<file path="config.mk">
export PLATFORM = sky130hd
export DESIGN_NAME = atr_active_tags
export DESIGN_NICKNAME = d
export VERILOG_FILES = /design/src/rtl/atr_pkg.sv /design/src/rtl/atr_frame_parse.sv /design/src/rtl/atr_tag_reg.sv /design/src/rtl/atr_irq_agg.sv /design/src/rtl/atr_active_tags.sv
export SDC_FILE = /design/constraint.sdc
export NUM_CORES = 1
export LEC_CHECK = 0
export BUFFER_PORTS_ARGS = -buffer_cell sky130_fd_sc_hd__buf_2
export CAP_MARGIN = 20
export CORE_MARGIN = 5
export CORE_UTILIZATION = 52
export DETAILED_ROUTE_END_ITERATION = 8
export PLACE_DENSITY = 0.79
export SLEW_MARGIN = 20
export SYNTH_ARGS = -nofsm -noshare
export SYNTH_HDL_FRONTEND = slang
export SYNTH_SLANG_ARGS = --single-unit
</file>
<file path="constraint.sdc">
create_clock -name clk -period 2.48 [get_ports clk]
set_input_delay 0.248 -clock clk [delete_from_list [all_inputs] [get_ports clk]]
set_output_delay 0.248 -clock clk [all_outputs]
set_load 0.005 [all_outputs]
</file>
<file path="src/rtl/atr_pkg.sv">
package atr_pkg;
   localparam int            WORD_W    = 32;
   localparam logic [7:0]    COMP_TYPE = 8'hA1;
   localparam int            IBIT_POS  = 14;

   typedef struct packed {
      logic [7:0] err;
      logic [7:0] stat;
      logic       ibit;
   } comp_hdr_t;
endpackage

</file>
<file path="src/rtl/atr_frame_parse.sv">
module atr_frame_parse
   import atr_pkg::*;
#(
   parameter int NTAGS = 32
) (
   input  logic              clk,
   input  logic              rst_n,
   input  logic              rx_vld,
   input  logic              rx_sof,
   input  logic [WORD_W-1:0] rx_word,
   output logic              comp_vld,
   output logic [NTAGS-1:0]  comp_mask,
   output logic              comp_extra,
   output comp_hdr_t         comp_hdr
);
   logic      armed_q;
   comp_hdr_t hdr_q;

   always_ff @(posedge clk) begin
      if (!rst_n) begin
         armed_q <= 1'b0;
         hdr_q   <= '0;
      end else if (rx_vld) begin
         if (rx_sof) begin
            armed_q    <= (rx_word[7:0] == COMP_TYPE);
            hdr_q.err  <= rx_word[31:24];
            hdr_q.stat <= rx_word[23:16];
            hdr_q.ibit <= rx_word[IBIT_POS];
         end else begin
            armed_q <= 1'b0;
         end
      end
   end

   assign comp_vld  = rx_vld & ~rx_sof & armed_q;
   assign comp_mask = rx_word[NTAGS-1:0];
   assign comp_hdr  = hdr_q;

   generate
      if (NTAGS < WORD_W) begin : g_extra
         assign comp_extra = |rx_word[WORD_W-1:NTAGS];
      end else begin : g_noextra
         assign comp_extra = 1'b0;
      end
   endgenerate
endmodule

</file>
<file path="src/rtl/atr_tag_reg.sv">
module atr_tag_reg #(
   parameter int NTAGS = 32
) (
   input  logic             clk,
   input  logic             rst_n,
   input  logic             set_vld,
   input  logic [NTAGS-1:0] set_mask,
   input  logic             clr_vld,
   input  logic [NTAGS-1:0] clr_mask,
   input  logic             ack,
   output logic [NTAGS-1:0] active,
   output logic [NTAGS-1:0] done,
   output logic [NTAGS-1:0] stray
);
   generate
      for (genvar i = 0; i < NTAGS; i++) begin : g_cell
         logic act_r, done_r, set_i, clr_i, hit;
         assign set_i = set_vld & set_mask[i];
         assign clr_i = clr_vld & clr_mask[i];
         assign hit   = clr_i & act_r;

         always_ff @(posedge clk) begin
            if (!rst_n) begin
               act_r  <= 1'b0;
               done_r <= 1'b0;
            end else begin
               if (hit)        act_r <= 1'b0;
               else if (set_i) act_r <= 1'b1;
               if (hit)        done_r <= 1'b1;
               else if (ack)   done_r <= 1'b0;
            end
         end

         assign active[i] = act_r;
         assign done[i]   = done_r;
         assign stray[i]  = clr_i & ~act_r;
      end
   endgenerate
endmodule

</file>
<file path="src/rtl/atr_irq_agg.sv">
module atr_irq_agg (
   input  logic clk,
   input  logic rst_n,
   input  logic comp_vld,
   input  logic comp_ibit,
   input  logic any_stray,
   input  logic ack,
   output logic irq,
   output logic stray_err
);
   logic irq_q, err_q;

   always_ff @(posedge clk) begin
      if (!rst_n) begin
         irq_q <= 1'b0;
         err_q <= 1'b0;
      end else begin
         if (comp_vld && comp_ibit) irq_q <= 1'b1;
         else if (ack)              irq_q <= 1'b0;
         if (any_stray)             err_q <= 1'b1;
         else if (ack)              err_q <= 1'b0;
      end
   end

   assign irq       = irq_q;
   assign stray_err = err_q;
endmodule

</file>
<file path="src/rtl/atr_active_tags.sv">
module atr_active_tags
   import atr_pkg::*;
#(
   parameter int NTAGS = 32
) (
   input  logic              clk,
   input  logic              rst_n,
   input  logic              sw_set_vld,
   input  logic [NTAGS-1:0]  sw_set_mask,
   input  logic              rx_vld,
   input  logic              rx_sof,
   input  logic [WORD_W-1:0] rx_word,
   input  logic              irq_ack,
   output logic              irq,
   output logic [NTAGS-1:0]  active_tags,
   output logic [NTAGS-1:0]  done_tags,
   output logic              stray_err,
   output logic [7:0]        last_status,
   output logic [7:0]        last_error
);
   generate
      if (NTAGS < 1 || NTAGS > WORD_W) begin : g_bad_ntags
         $error("atr_active_tags: NTAGS must lie in 1..32");
      end
   endgenerate

   logic             comp_vld, comp_extra, comp_ibit, any_stray;
   logic [NTAGS-1:0] comp_mask, stray_vec;
   comp_hdr_t        comp_hdr;
   logic [7:0]       stat_q, err_q;

   atr_frame_parse #(.NTAGS(NTAGS)) u_parse (
      .clk(clk), .rst_n(rst_n), .rx_vld(rx_vld), .rx_sof(rx_sof),
      .rx_word(rx_word), .comp_vld(comp_vld), .comp_mask(comp_mask),
      .comp_extra(comp_extra), .comp_hdr(comp_hdr)
   );

   atr_tag_reg #(.NTAGS(NTAGS)) u_tags (
      .clk(clk), .rst_n(rst_n), .set_vld(sw_set_vld), .set_mask(sw_set_mask),
      .clr_vld(comp_vld), .clr_mask(comp_mask), .ack(irq_ack),
      .active(active_tags), .done(done_tags), .stray(stray_vec)
   );

   assign comp_ibit = comp_hdr.ibit;
   assign any_stray = comp_vld & ((|stray_vec) | comp_extra);

   atr_irq_agg u_irq (
      .clk(clk), .rst_n(rst_n), .comp_vld(comp_vld), .comp_ibit(comp_ibit),
      .any_stray(any_stray), .ack(irq_ack), .irq(irq), .stray_err(stray_err)
   );

   always_ff @(posedge clk) begin
      if (!rst_n) begin
         stat_q <= '0;
         err_q  <= '0;
      end else if (comp_vld) begin
         stat_q <= comp_hdr.stat;
         err_q  <= comp_hdr.err;
      end
   end

   assign last_status = stat_q;
   assign last_error  = err_q;
endmodule

</file>
# --- Word level (Yosys, flattened, before mapping) ---
# Index checks and enable logic that the tools add are counted.
word_totals:
  reg_bits: 100
  out_inout_bits: 82
classes:
  n_eq_ne: 1
  muxes: 36
  bitwise: 165
  reduce_logical: 69
op_table:
  columns: ["op", "n"]
  rows:
  - ["$and A1 B1 Y1", 131]
  - ["$reduce_bool A2 Y1", 34]
  - ["$reduce_or A2 Y1", 32]
  - ["$mux W1", 36]
  - ["$not A1 Y1", 34]
  - ["$reduce_or A32 Y1", 1]
  - ["$eq A8 B8 Y1 const B", 1]
  - ["$reduce_and A2 Y1", 1]
  - ["$logic_and A1 B1 Y1", 1]

# --- Longest topological paths before layout ---
# Gate-level depths: netlist (run 1).
depth:
  word_depth: 8
  mapped_depth: 6

# --- Cells and area by module ---
# From an unflattened synthesis (run 1), not the netlist that was laid out.
hier_totals:
  cells_unflattened: 563
  area_unflattened_um2: 5082.4
modules_own_cells:
  columns: ["module", "instances", "cells_each", "area_per_inst_um2", "seq_area_each_um2"]
  rows:
  - ["atr_tag_reg", 1, 375, 3295.7, 1281.2]
  - ["atr_frame_parse", 1, 118, 1008.5, 360.3]
  - ["atr_active_tags", 1, 63, 703.2, 320.3]
  - ["atr_irq_agg", 1, 7, 75.1, 40.0]

# --- Worst setup path before layout (run 1) ---
# OpenSTA, ideal clock, no wires.
synth_timing:
  path_kind: "reg-to-reg"
  startpoint: "register u_tags.g_cell[1].act_r"
  endpoint: "register u_irq.err_q, in the netlist u_irq.stray_err"
  setup_time_ns: 0.119
  t_arrival_ns: 1.103
  required_ns: 2.361
  setup_slack_ns: 1.259
  stages_incl_launch_ff: 6
  n_path_buf: 0
  cell_sequence: "dfxtp_1 > nand2b_1 > o2111ai_1 > a2111oi_2 > nand4_1 > o221a_1"
synth_between:
  elab_chain_len: 5
synth_rtl:
  columns: ["item", "line_no", "text"]
  rows:
  - ["start, declared", "atr_tag_reg.sv:17", "logic act_r, done_r, set_i, clr_i, hit;"]
  - ["start signal, assigned", "atr_tag_reg.sv:24", "act_r <= 1'b0;"]
  - ["start signal, assigned", "atr_tag_reg.sv:27", "if (hit) act_r <= 1'b0;"]
  - ["start signal, assigned", "atr_tag_reg.sv:28", "else if (set_i) act_r <= 1'b1;"]
  - ["$not A1 Y1 *", "atr_tag_reg.sv:36", "assign stray[i] = clr_i & ~act_r;"]
  - ["$and A1 B1 Y1 *", "atr_tag_reg.sv:36", null]
  - ["$reduce_or A32 Y1 *", "atr_active_tags.sv:45", "assign any_stray = comp_vld & ((|stray_vec) | comp_extra);"]
  - ["$and A1 B1 Y1 *", "atr_active_tags.sv:45", null]
  - ["$mux W1 / $reduce_bool A2 Y1 (equally long branches)", null, null]
  - ["end signal, assigned", "atr_irq_agg.sv:16", "err_q <= 1'b0;"]
  - ["end signal, assigned", "atr_irq_agg.sv:20", "if (any_stray) err_q <= 1'b1;"]
  - ["end signal, assigned", "atr_irq_agg.sv:21", "else if (ack) err_q <= 1'b0;"]
  - ["end, declared", "atr_irq_agg.sv:11", "logic irq_q, err_q;"]
# Every way passes the cells marked *; elsewhere a longest branch is shown, timed or not.
# A chain may end at the register's enable or synchronous reset.

# --- Worst setup path after layout (run 1) ---
layout_timing:
  startpoint: "register u_parse.armed_q"
  endpoint: "register u_tags.g_cell[20].done_r"
layout_between:
  elab_chain_len: 4
layout_rtl:
  columns: ["item", "line_no", "text"]
  rows:
  - ["start, declared", "atr_frame_parse.sv:16", "logic armed_q;"]
  - ["start signal, assigned", "atr_frame_parse.sv:25", "armed_q <= (rx_word[7:0] == COMP_TYPE);"]
  - ["$and A1 B1 Y1 *", "atr_frame_parse.sv:35", "assign comp_vld = rx_vld & ~rx_sof & armed_q;"]
  - ["$and A1 B1 Y1 *", "atr_tag_reg.sv:19", "assign clr_i = clr_vld & clr_mask[i];"]
  - ["$and A1 B1 Y1 *", "atr_tag_reg.sv:20", "assign hit = clr_i & act_r;"]
  - ["$mux W1 / $reduce_bool A2 Y1 (equally long branches)", null, null]
  - ["end signal, assigned", "atr_tag_reg.sv:25", "done_r <= 1'b0;"]
  - ["end signal, assigned", "atr_tag_reg.sv:29", "if (hit) done_r <= 1'b1;"]
  - ["end signal, assigned", "atr_tag_reg.sv:30", "else if (ack) done_r <= 1'b0;"]
  - ["end, declared", "atr_tag_reg.sv:17", null]
# Marks and branches as above.

==> impl_metrics.ini, run 1 <==
[yosys]
yosys_warnings = 0
synth_simple_gate_area_share = 0.200
netlist_instances = 554
synth-seq-area-share = 0.434
avgSynthCellArea_um2 = 8.33
yosysUniqueCellTypes = 29
xor_and_xnor_fraction_of_the_mapped_netlist_area = 0
main_combinational_cell_family_by_area_after_synthesis = compound AO/OA/AOI/OAI gates
synth-adder-area-share = 0
synth_compound_gate_area_share = 0.207
synth_nets = 624
synth.area.mux_share = 0
ys_seq_elements = 100
synth_area_um2 = 4620

[power_and_ir_drop]
swShare = 0.265
cellLeakagePower_nw = 2.26
power_frac_seq = 0.548
vdd.ir_drop.worst_mv = 0.254
power_w = 0.00311
cellPowerDensity_nw_per_um2 = 606
p_comb_frac = 0.105
clock_power_share = 0.347
internal-power_w = 0.00229
netSwitchingPower_w = 0.000824

[timing]
timing_worst_slew_pin_value_ps = 689
timing.final.max_slew_violations = 0
final_number_of_setup_violating_endpoints = 0
worst_slew_margin_rel = 0.541
setup_slack_of_the_critical_path_after_layout_ps = 843
finalClockSkew_ps = 11.8
timing.final.hold_violations = 0
timing.fmax_mhz = 611
fin_crit_ps = 1640
tns_ps = 0
rsz0062_at_grt = no
finalCritPeriodShare = 0.660
final_layout_worst_hold_slack_ps = 153

[route]
route.antenna.remaining_nets = 0
number_of_detailed_route_iterations_in_the_first_pass = 5
route.final.wire_length_mm = 12.0
drt_drc_violations_left = 0
detailedRoute.firstIterationViolations = 240
route.detailed.vias_per_inst = 5.33
routed-via-count = 3942
wire_per_inst_um = 16.2

[setup_path]
required_ps = 2780
cp-startpoint = u_parse.armed_q
crit-reg2reg-launch = u_parse.armed_q
end_kind = register
timing.setup.critical_path_class = register to register
path_max_fanout = 24
critPathArrivalTime_ps = 1940
startpoint_type = register

[min_path]
hold_path_class = input pin to register
hold_start = rx_word[19]

[global_route]
grt_pass1_vias = 3891
grt_overflow_total = 0
grt_max_degree = 51
global_route_wire_length_before_repair_mm = 19.4
gr-usage-all-layers = 0.215
grt_antenna_before_repair = 0

[floorplanning]
rows = 34
dieHeight_um = 104
die_w_um = 104
floorplan.initialDensity = 0.532
core_um2 = 8680
design.die.area_um2 = 10900
design.portCount = 152

[clocking]
cts-buffers-inserted = 9
path_clk_slew_ps = 110
worstSkewPairLatency_ps = 360
cts_tree = done
cts.sink_count = 100
htree_levels = 3
cts-hold-fix-buffers = 0
ctsResizeCount = 0
clock_tree.buffer_depth = 2
cts_root_buf = sky130_fd_sc_hd__clkbuf_8
post-cts-setup-buffers = 0

[cells_and_area]
num-nets-final = 697
layout.cells.non_filler = 740
antenna_cells_inserted = 0
layout_commonest_cell = sky130_fd_sc_hd__buf_2
layout-drive-gt1-share = 0.277
syn2layout_area_growth_pct = 11.3
layout.cells.most_common_list = sky130_fd_sc_hd__buf_2, sky130_fd_sc_hd__nand2_1, sky130_fd_sc_hd__dfxtp_1

[placement]
pre_cts_slack_ps = 818
gp_routability_congestion = 0.872
portBuffers = 151
place_inst = 724
dp_hpwl_mm = 8.89

[outcome]
outcome = finished, final reports clean

[run]
maxCapViolations = 0
## sequential cells by signal, summed over array words and instances, names as in the netlist
signal / flops
u_irq.irq: 1
u_irq.stray_err: 1
u_tags.g_cell.done_r: 32
u_tags.g_cell.act_r: 32
last_error: 8
last_status: 8
u_parse.comp_hdr: 17
u_parse.armed_q: 1
## cell families after synthesis
| group | count (synthesis) |
|---|---|
| and+or+nand+nor | 191 |
| buffers and inverters | 122 |
| DFF | 100 |
| AOI/OAI and AO/OA | 141 |
## cell usage after synthesis
library cell,n,share of area
sky130_fd_sc_hd__nor2_2,1,0.0014
sky130_fd_sc_hd__o22ai_1,11,0.015
sky130_fd_sc_hd__dfxtp_1,100,0.43
sky130_fd_sc_hd__nand3_1,1,0.0011
sky130_fd_sc_hd__a21boi_1,10,0.016
sky130_fd_sc_hd__nand2b_1,5,0.0068
sky130_fd_sc_hd__nor4_1,4,0.0054
sky130_fd_sc_hd__nor2_1,6,0.0049
sky130_fd_sc_hd__o221a_1,1,0.0024
sky130_fd_sc_hd__or2_4,1,0.0019
sky130_fd_sc_hd__clkbuf_1,19,0.015
sky130_fd_sc_hd__a22oi_1,1,0.0016
sky130_fd_sc_hd__a2111oi_0,1,0.0019
sky130_fd_sc_hd__nand2_1,104,0.085
sky130_fd_sc_hd__buf_6,3,0.0073
sky130_fd_sc_hd__a21oi_1,8,0.0087
sky130_fd_sc_hd__a32oi_1,32,0.061
sky130_fd_sc_hd__buf_2,6,0.0065
sky130_fd_sc_hd__a31oi_1,2,0.0027
sky130_fd_sc_hd__o21ai_1,48,0.052
sky130_fd_sc_hd__nor2b_1,43,0.058
sky130_fd_sc_hd__nand4_1,1,0.0014
sky130_fd_sc_hd__inv_1,28,0.023
sky130_fd_sc_hd__o2111ai_1,1,0.0019
sky130_fd_sc_hd__o221ai_1,1,0.0019
sky130_fd_sc_hd__buf_4,66,0.11
sky130_fd_sc_hd__a21boi_0,24,0.039
sky130_fd_sc_hd__and2_1,25,0.034
sky130_fd_sc_hd__a2111oi_2,1,0.0033
## through the flow
step	utilization	instance area, µm²
5_1_grt	0.592	5140
3_5_place_dp	0.568	4930
2_1_floorplan	-	4620
4_1_cts	0.592	5140
6_report	0.592	5140
3_3_place_gp	0.568	4930
## power groups by stage
stage	clock, W	combinational (W)	sequential, W
global placement	0	0.000319	0.00174
detailed placement	0	0.000325	0.00174
finish	0.00108	0.000326	0.00171
global route	0.00115	0.000362	0.00172
floorplan	0	0.000218	0.00173
CTS	0.00110	0.000326	0.00171
## layer usage
layer	GRT usage	up-vias	wire [µm]
met5	0	-	0
met4	0.0768	0	258
met3	0.0509	20	883
met2	0.358	152	5630
met1	0.272	1822	5240
li1	-	1948	-
## worst paths after layout
| path | to | slack [ps] | depth (start not counted) |
|---|---|---|---|
| worst min-delay path | u_parse.comp_hdr[4] | 150 | 3 |
| worst min register to register | last_error[6] | 460 | 2 |
| worst max register to register | u_tags.g_cell[20].done_r | 840 | 5 |
| worst max-delay path | u_tags.g_cell[20].done_r | 840 | 5 |
## layout make-up
cell class	count	area (µm²)
clock buffer	9	124
clock inverter	7	82.6
fill	817	3540
inverter	28	105
multi-input combinational	332	1880
sequential	100	2000
tap	108	135
timing repair buffer	156	806
## critical path: stages (launching register included)
cell,delay (ps)
sky130_fd_sc_hd__dfxtp_1,350
sky130_fd_sc_hd__nand2_1,100
sky130_fd_sc_hd__nor2_4,470
sky130_fd_sc_hd__buf_4,370
sky130_fd_sc_hd__a32oi_1,150
sky130_fd_sc_hd__nor2b_1,130
(Power assumes the default switching activity.)
==> run 2, diff against run 1 <==
--- a/config.mk
+++ b/config.mk
@@ -8,9 +8,9 @@
 export BUFFER_PORTS_ARGS = -buffer_cell sky130_fd_sc_hd__buf_2
 export CAP_MARGIN = 20
 export CORE_MARGIN = 5
-export CORE_UTILIZATION = 52
+export CORE_UTILIZATION = 51
 export DETAILED_ROUTE_END_ITERATION = 8
-export PLACE_DENSITY = 0.79
+export PLACE_DENSITY = 0.77
 export SLEW_MARGIN = 20
 export SYNTH_ARGS = -nofsm -noshare
 export SYNTH_HDL_FRONTEND = slang
==> constraint.sdc (replaced) <==
create_clock -name clk -period 1.6 [get_ports clk]
set_input_delay 0.16 -clock clk [delete_from_list [all_inputs] [get_ports clk]]
set_output_delay 0.16 -clock clk [all_outputs]
set_load 0.005 [all_outputs]
==> impl_metrics.ini, run 2 (synthesized netlist as in run 1, its figures left out) <==
[timing]
finalClockSkew_ps = 7.03
timing.final.max_slew_violations = 0
timing_worst_slew_pin_value_ps = 545
worst_slew_margin_rel = 0.636
finalCritPeriodShare = 0.895
fin_crit_ps = 1430
timing.final.hold_violations = 0
tns_ps = 0
rsz0062_at_grt = no
timing.fmax_mhz = 699
final_number_of_setup_violating_endpoints = 0
setup_slack_of_the_critical_path_after_layout_ps = 168

[global_route]
grt_pass1_vias = 3911
gr-usage-all-layers = 0.213
grt_antenna_before_repair = 0
global_route_wire_length_before_repair_mm = 19.3
grt_max_degree = 41
grt_overflow_total = 0

[power_and_ir_drop]
cellPowerDensity_nw_per_um2 = 917
vdd.ir_drop.worst_mv = 0.527
cellLeakagePower_nw = 2.28

[route]
route.antenna.remaining_nets = 0
m1WireLength_mm = 5.26
detailedRoute.firstIterationViolations = 260
route.detailed.vias_per_inst = 5.35
number_of_detailed_route_iterations_in_the_first_pass = 5
detailroute.wirelength.met2_mm = 5.92
met3_wirelength_um = 870
dr.max_layer_used = met4
route.final.wire_length_mm = 12.3
wire_per_inst_um = 16.5
drt_drc_violations_left = 0
routed-via-count = 3989

[min_path]
holdPathStages = 3
hold_start = rx_word[19]
timing.hold.worst_endpoint = u_parse.comp_hdr[4]
hold_path_class = input pin to register

[floorplanning]
design.die.area_um2 = 11100
core_um2 = 8760
dieHeight_um = 105
design.portCount = 152
rows = 34
die_w_um = 105
floorplan.initialDensity = 0.527

[cells_and_area]
layout.cells.most_common_list = sky130_fd_sc_hd__buf_2, sky130_fd_sc_hd__nand2_1, sky130_fd_sc_hd__dfxtp_1
syn2layout_area_growth_pct = 12.1
layout_commonest_cell = sky130_fd_sc_hd__buf_2
antenna_cells_inserted = 0
num-nets-final = 702
final_util = 0.590
design_area_um2 = 5170
layout-drive-gt1-share = 0.283
layout.cells.non_filler = 745

[setup_path]
critPathArrivalTime_ps = 1700
crit-reg2reg-launch = u_tags.g_cell[1].act_r
worst_r2r_path_depth = 5
startpoint_type = register
worstReg2RegEnd = u_irq.stray_err
timing.setup.critical_path_class = register to register
end_kind = register
ff2ff_setup_slack_ps = 170
path_max_fanout = 5
required_ps = 1860

[placement]
placement.cell_area_um2 = 4980
pre_cts_slack_ps = 173
portBuffers = 151
gp_routability_congestion = 0.874
place_inst = 729
dp_hpwl_mm = 9.14

[clocking]
cts-buffers-inserted = 9
cts_tree = done
post-cts-setup-buffers = 0
cts.sink_count = 100
worstSkewPairLatency_ps = 360
clock_tree.buffer_depth = 2
htree_levels = 3
path_clk_slew_ps = 110
cts_root_buf = sky130_fd_sc_hd__clkbuf_8

[outcome]
outcome = finished, final reports clean

[run]
maxCapViolations = 0
## run 2: cell count changes in the layout (fill, tap and decap cells not counted), sizes merged
cell	previous run	this run
buf	156	161
bufinv	1	0
inv	31	32
## run 2: layout make-up
| class | count | area, µm² |
|---|---|---|
| fill | 838 | 3590 |
| sequential | 100 | 2000 |
| timing repair buffer | 161 | 856 |
| clock inverter | 7 | 66.3 |
| multi-input combinational | 332 | 1880 |
| clock buffer | 9 | 124 |
| inverter | 28 | 105 |
| tap | 108 | 135 |
## run 2: power by group
part           leakage [nW]  internal (W)  switching, W  total [W]
Sequential            0.814       0.00257     0.0000804    0.00265
Clock                0.0918      0.000607      0.000969    0.00158
Combinational          1.38      0.000242      0.000279   0.000521
Total                  2.28       0.00341       0.00133    0.00474
## run 2: how the worst max path moves through the flow
| stage | startpoint | endpoint | slack (ps) |
|---|---|---|---|
| finish | u_tags.g_cell[1].act_r | u_irq.stray_err | 170 |
| global route | u_tags.g_cell[31].act_r | u_irq.stray_err | 40 |
| CTS | u_tags.g_cell[31].act_r | u_irq.stray_err | 160 |
| detailed placement | u_tags.g_cell[1].act_r | u_irq.stray_err | 170 |
| global placement | u_tags.g_cell[31].act_r | u_irq.stray_err | 150 |
| floorplan | u_tags.g_cell[1].act_r | u_irq.stray_err | 380 |
## run 2: stage by stage
step | total power (W) | hold WS, ps
detailed placement | 0.00322 | 443
finish | 0.00474 | 62.7
global route | 0.00494 | 61.7
CTS | 0.00477 | 47.6
floorplan | 0.00302 | 305
global placement | 0.00320 | 436
## run 2: per-layer routing
| layer | up-vias | global-route usage |
|---|---|---|
| met1 | 1863 | 0.271 |
| met2 | 151 | 0.354 |
| met5 | - | 0 |
| met3 | 22 | 0.0481 |
| met4 | 0 | 0.0785 |
| li1 | 1953 | - |
## run 2: critical path, cell delays in order (launching register included)
cell,delay (ps)
sky130_fd_sc_hd__dfxtp_1,400
sky130_fd_sc_hd__nand2b_1,150
sky130_fd_sc_hd__o2111ai_1,160
sky130_fd_sc_hd__a2111oi_2,260
sky130_fd_sc_hd__nand4_1,130
sky130_fd_sc_hd__o221a_1,230
## run 2: timing repair
action / CTS / global route
endpoints found under the setup margin: 0 / 1
resized for setup: 0 / 1
hold buffers: 0 / 0
==> run 3, diff against run 2 <==
--- a/config.mk
+++ b/config.mk
@@ -8,10 +8,11 @@
 export BUFFER_PORTS_ARGS = -buffer_cell sky130_fd_sc_hd__buf_2
 export CAP_MARGIN = 20
 export CORE_MARGIN = 5
-export CORE_UTILIZATION = 51
+export CORE_UTILIZATION = 47
 export DETAILED_ROUTE_END_ITERATION = 8
-export PLACE_DENSITY = 0.77
+export PLACE_DENSITY = 0.74
 export SLEW_MARGIN = 20
 export SYNTH_ARGS = -nofsm -noshare
 export SYNTH_HDL_FRONTEND = slang
+export SYNTH_HIERARCHICAL = 1
 export SYNTH_SLANG_ARGS = --single-unit
==> constraint.sdc (replaced) <==
create_clock -name clk -period 1.3 [get_ports clk]
set_input_delay 0.13 -clock clk [delete_from_list [all_inputs] [get_ports clk]]
set_output_delay 0.13 -clock clk [all_outputs]
set_load 0.005 [all_outputs]
==> impl_metrics.ini, run 3 <==
[floorplanning]
design.portCount = 152
floorplan.initialDensity = 0.475
core_um2 = 10700
die_w_um = 114
rows = 38
dieHeight_um = 114
design.die.area_um2 = 13000

[power_and_ir_drop]
cellLeakagePower_nw = 3.01
p_comb_frac = 0.138
swShare = 0.249
vdd.ir_drop.worst_mv = 0.684
internal-power_w = 0.00454
clock_power_share = 0.327
power_frac_seq = 0.535
cellPowerDensity_nw_per_um2 = 931
netSwitchingPower_w = 0.00150

[yosys]
yosysTopAreaCell = sky130_fd_sc_hd__dfxtp_1
xor_and_xnor_fraction_of_the_mapped_netlist_area = 0
yosys.cell_count.top_type = sky130_fd_sc_hd__buf_4
synth_nets = 633
synth.area.mux_share = 0.0315
yosysUniqueCellTypes = 31
synth-edff-count = 0
commonest_register_cell_after_synthesis = sky130_fd_sc_hd__dfxtp_1
synth.area.top_cells = sky130_fd_sc_hd__dfxtp_1, sky130_fd_sc_hd__buf_4, sky130_fd_sc_hd__nand2_1, sky130_fd_sc_hd__and4b_1, sky130_fd_sc_hd__a31o_1
synth-adder-area-share = 0
ys_seq_elements = 100
netlist_instances = 563
synth.top_cells.by_count = sky130_fd_sc_hd__buf_4, sky130_fd_sc_hd__nand2_1, sky130_fd_sc_hd__dfxtp_1
main_combinational_cell_family_by_area_after_synthesis = simple AND/OR/NAND/NOR gates
synth_area_um2 = 5080
synth-seq-area-share = 0.394
asr_flop_ratio_synth = 0
avgSynthCellArea_um2 = 9.03
synth_compound_gate_area_share = 0.126
synth_simple_gate_area_share = 0.258
yosysTopAreaCellShare = 0.394
yosys_warnings = 6

[clocking]
cts_root_buf = sky130_fd_sc_hd__clkbuf_8
htree_levels = 3
cts_tree = done
path_clk_slew_ps = 90
cts-buffers-inserted = 9
clock_tree.buffer_depth = 2
cts.sink_count = 100
worstSkewPairLatency_ps = 360

[route]
route.detailed.vias_per_inst = 5.08
routed-via-count = 4244
drt_drc_violations_left = 0
wire_per_inst_um = 16.1
number_of_detailed_route_iterations_in_the_first_pass = 5
route.final.wire_length_mm = 13.5
route.antenna.remaining_nets = 0
detailedRoute.firstIterationViolations = 297

[setup_path]
path_max_fanout = 7
required_ps = 1570
critPathArrivalTime_ps = 2030
end_kind = register
ff2ff_setup_slack_ps = -470
timing.setup.critical_path_class = register to register
startpoint_type = register

[min_path]
hold_path_class = input pin to register

[global_route]
global_route_wire_length_before_repair_mm = 20.0
grt_max_degree = 68
grt_antenna_before_repair = 0
gr-usage-all-layers = 0.192
grt_pass1_vias = 4143
grt_overflow_total = 0

[cells_and_area]
layout-drive-gt1-share = 0.482
seqCellArea_um2 = 2000
antenna_cells_inserted = 0
syn2layout_area_growth_pct = 27.8
layout.cells.most_common_list = sky130_fd_sc_hd__buf_2, sky130_fd_sc_hd__dfxtp_1, sky130_fd_sc_hd__nand2_1
multi_input_area_um2 = 2470
layout_commonest_cell = sky130_fd_sc_hd__buf_2
num-nets-final = 761
final.fill_count = 932

[placement]
gp_routability_congestion = 0.824
dp_hpwl_mm = 9.56
portBuffers = 151

[run]
maxCapViolations = 0

[timing]
rsz0062_at_grt = yes
final_number_of_setup_violating_endpoints = 69
final_layout_worst_hold_slack_ps = 31.3
timing.final.hold_violations = 0
timing.final.max_slew_violations = 0
setup_slack_of_the_critical_path_after_layout_ps = -469
finalCritPeriodShare = 1.36
fin_crit_ps = 1770
finalClockSkew_ps = 9.32
timing.fmax_mhz = 565
tns_ps = -8650

[outcome]
violated_checks = setup timing
outcome = complete, but fails checks
==> run 3: cell families (layout without fill, tap and decap cells) <==
family | Yosys count | in the layout
and+or+nand+nor | 233 | 233
AOI/OAI and AO/OA | 85 | 85
other | 1 | 1
muxes | 16 | 16
DFF | 100 | 100
buffers and inverters | 128 | 260
==> run 3: worst paths after layout <==
check,startpoint,to,depth (start not counted)
max,u_parse/armed_q,u_irq/stray_err,9
min,rx_word[29],u_parse/comp_hdr[14],3
max reg2reg,u_parse/armed_q,u_irq/stray_err,9
min reg2reg,u_parse/comp_hdr[0],u_irq/irq,2
==> run 3: cell type report <==
class,instances,share of cell area
Clock buffer,13,0.0229
Timing Repair Buffer,245,0.256
Multi-Input combinational cell,335,0.380
Tap cell,140,0.0270
Sequential cell,100,0.308
Clock inverter,2,0.00539
==> run 3: power by group through the flow <==
stage               Sequential (W)  Combinational [W]  Clock, W
floorplan                  0.00332           0.000522         0
global placement           0.00330           0.000778         0
detailed placement         0.00330           0.000795         0
CTS                        0.00323           0.000800   0.00201
global route               0.00325           0.000910   0.00215
finish                     0.00324           0.000835   0.00197
==> run 3: stage by stage <==
step	worst slack (ps)	utilization	cells	power, W	area, µm²
global route	-564	0.607	835	0.00631	6490
detailed placement	-471	0.539	807	0.00410	5770
CTS	-462	0.561	825	0.00604	6000
finish	-469	0.607	835	0.00605	6490
global placement	-430	0.539	807	0.00408	5770
floorplan	-266	-	563	0.00385	5140
==> run 3: repair_timing <==
| action | 4_1_cts | 5_1_grt |
|---|---|---|
| setup buffers | 3 | 7 |
| cloned | 0 | 4 |
| pin swaps | 2 | 53 |
| hold buffers | 0 | 0 |
| hold endpoints to repair | 0 | 0 |
| gates resized for setup | 9 | 89 |
| endpoints found under the setup margin | 20 | 43 |
==> run 3: critical path, stage by stage (launching register included) <==
cell and delay [ps]:
sky130_fd_sc_hd__dfxtp_2 330, sky130_fd_sc_hd__nand2_2 70, sky130_fd_sc_hd__nor2_4 90, sky130_fd_sc_hd__clkbuf_16 180, sky130_fd_sc_hd__nand2_4 70, sky130_fd_sc_hd__nor2_1 50
sky130_fd_sc_hd__nor4_2 290, sky130_fd_sc_hd__nand4_1 160, sky130_fd_sc_hd__o31a_1 260, sky130_fd_sc_hd__o21a_1 160
==> run 3: layer usage <==
layer | up-vias | track usage | routed length [µm]
met5 | - | 0 | 0
met4 | 0 | 0.0633 | 195
met3 | 14 | 0.0451 | 862
met2 | 119 | 0.322 | 6550
met1 | 2020 | 0.243 | 5860
li1 | 2091 | - | -
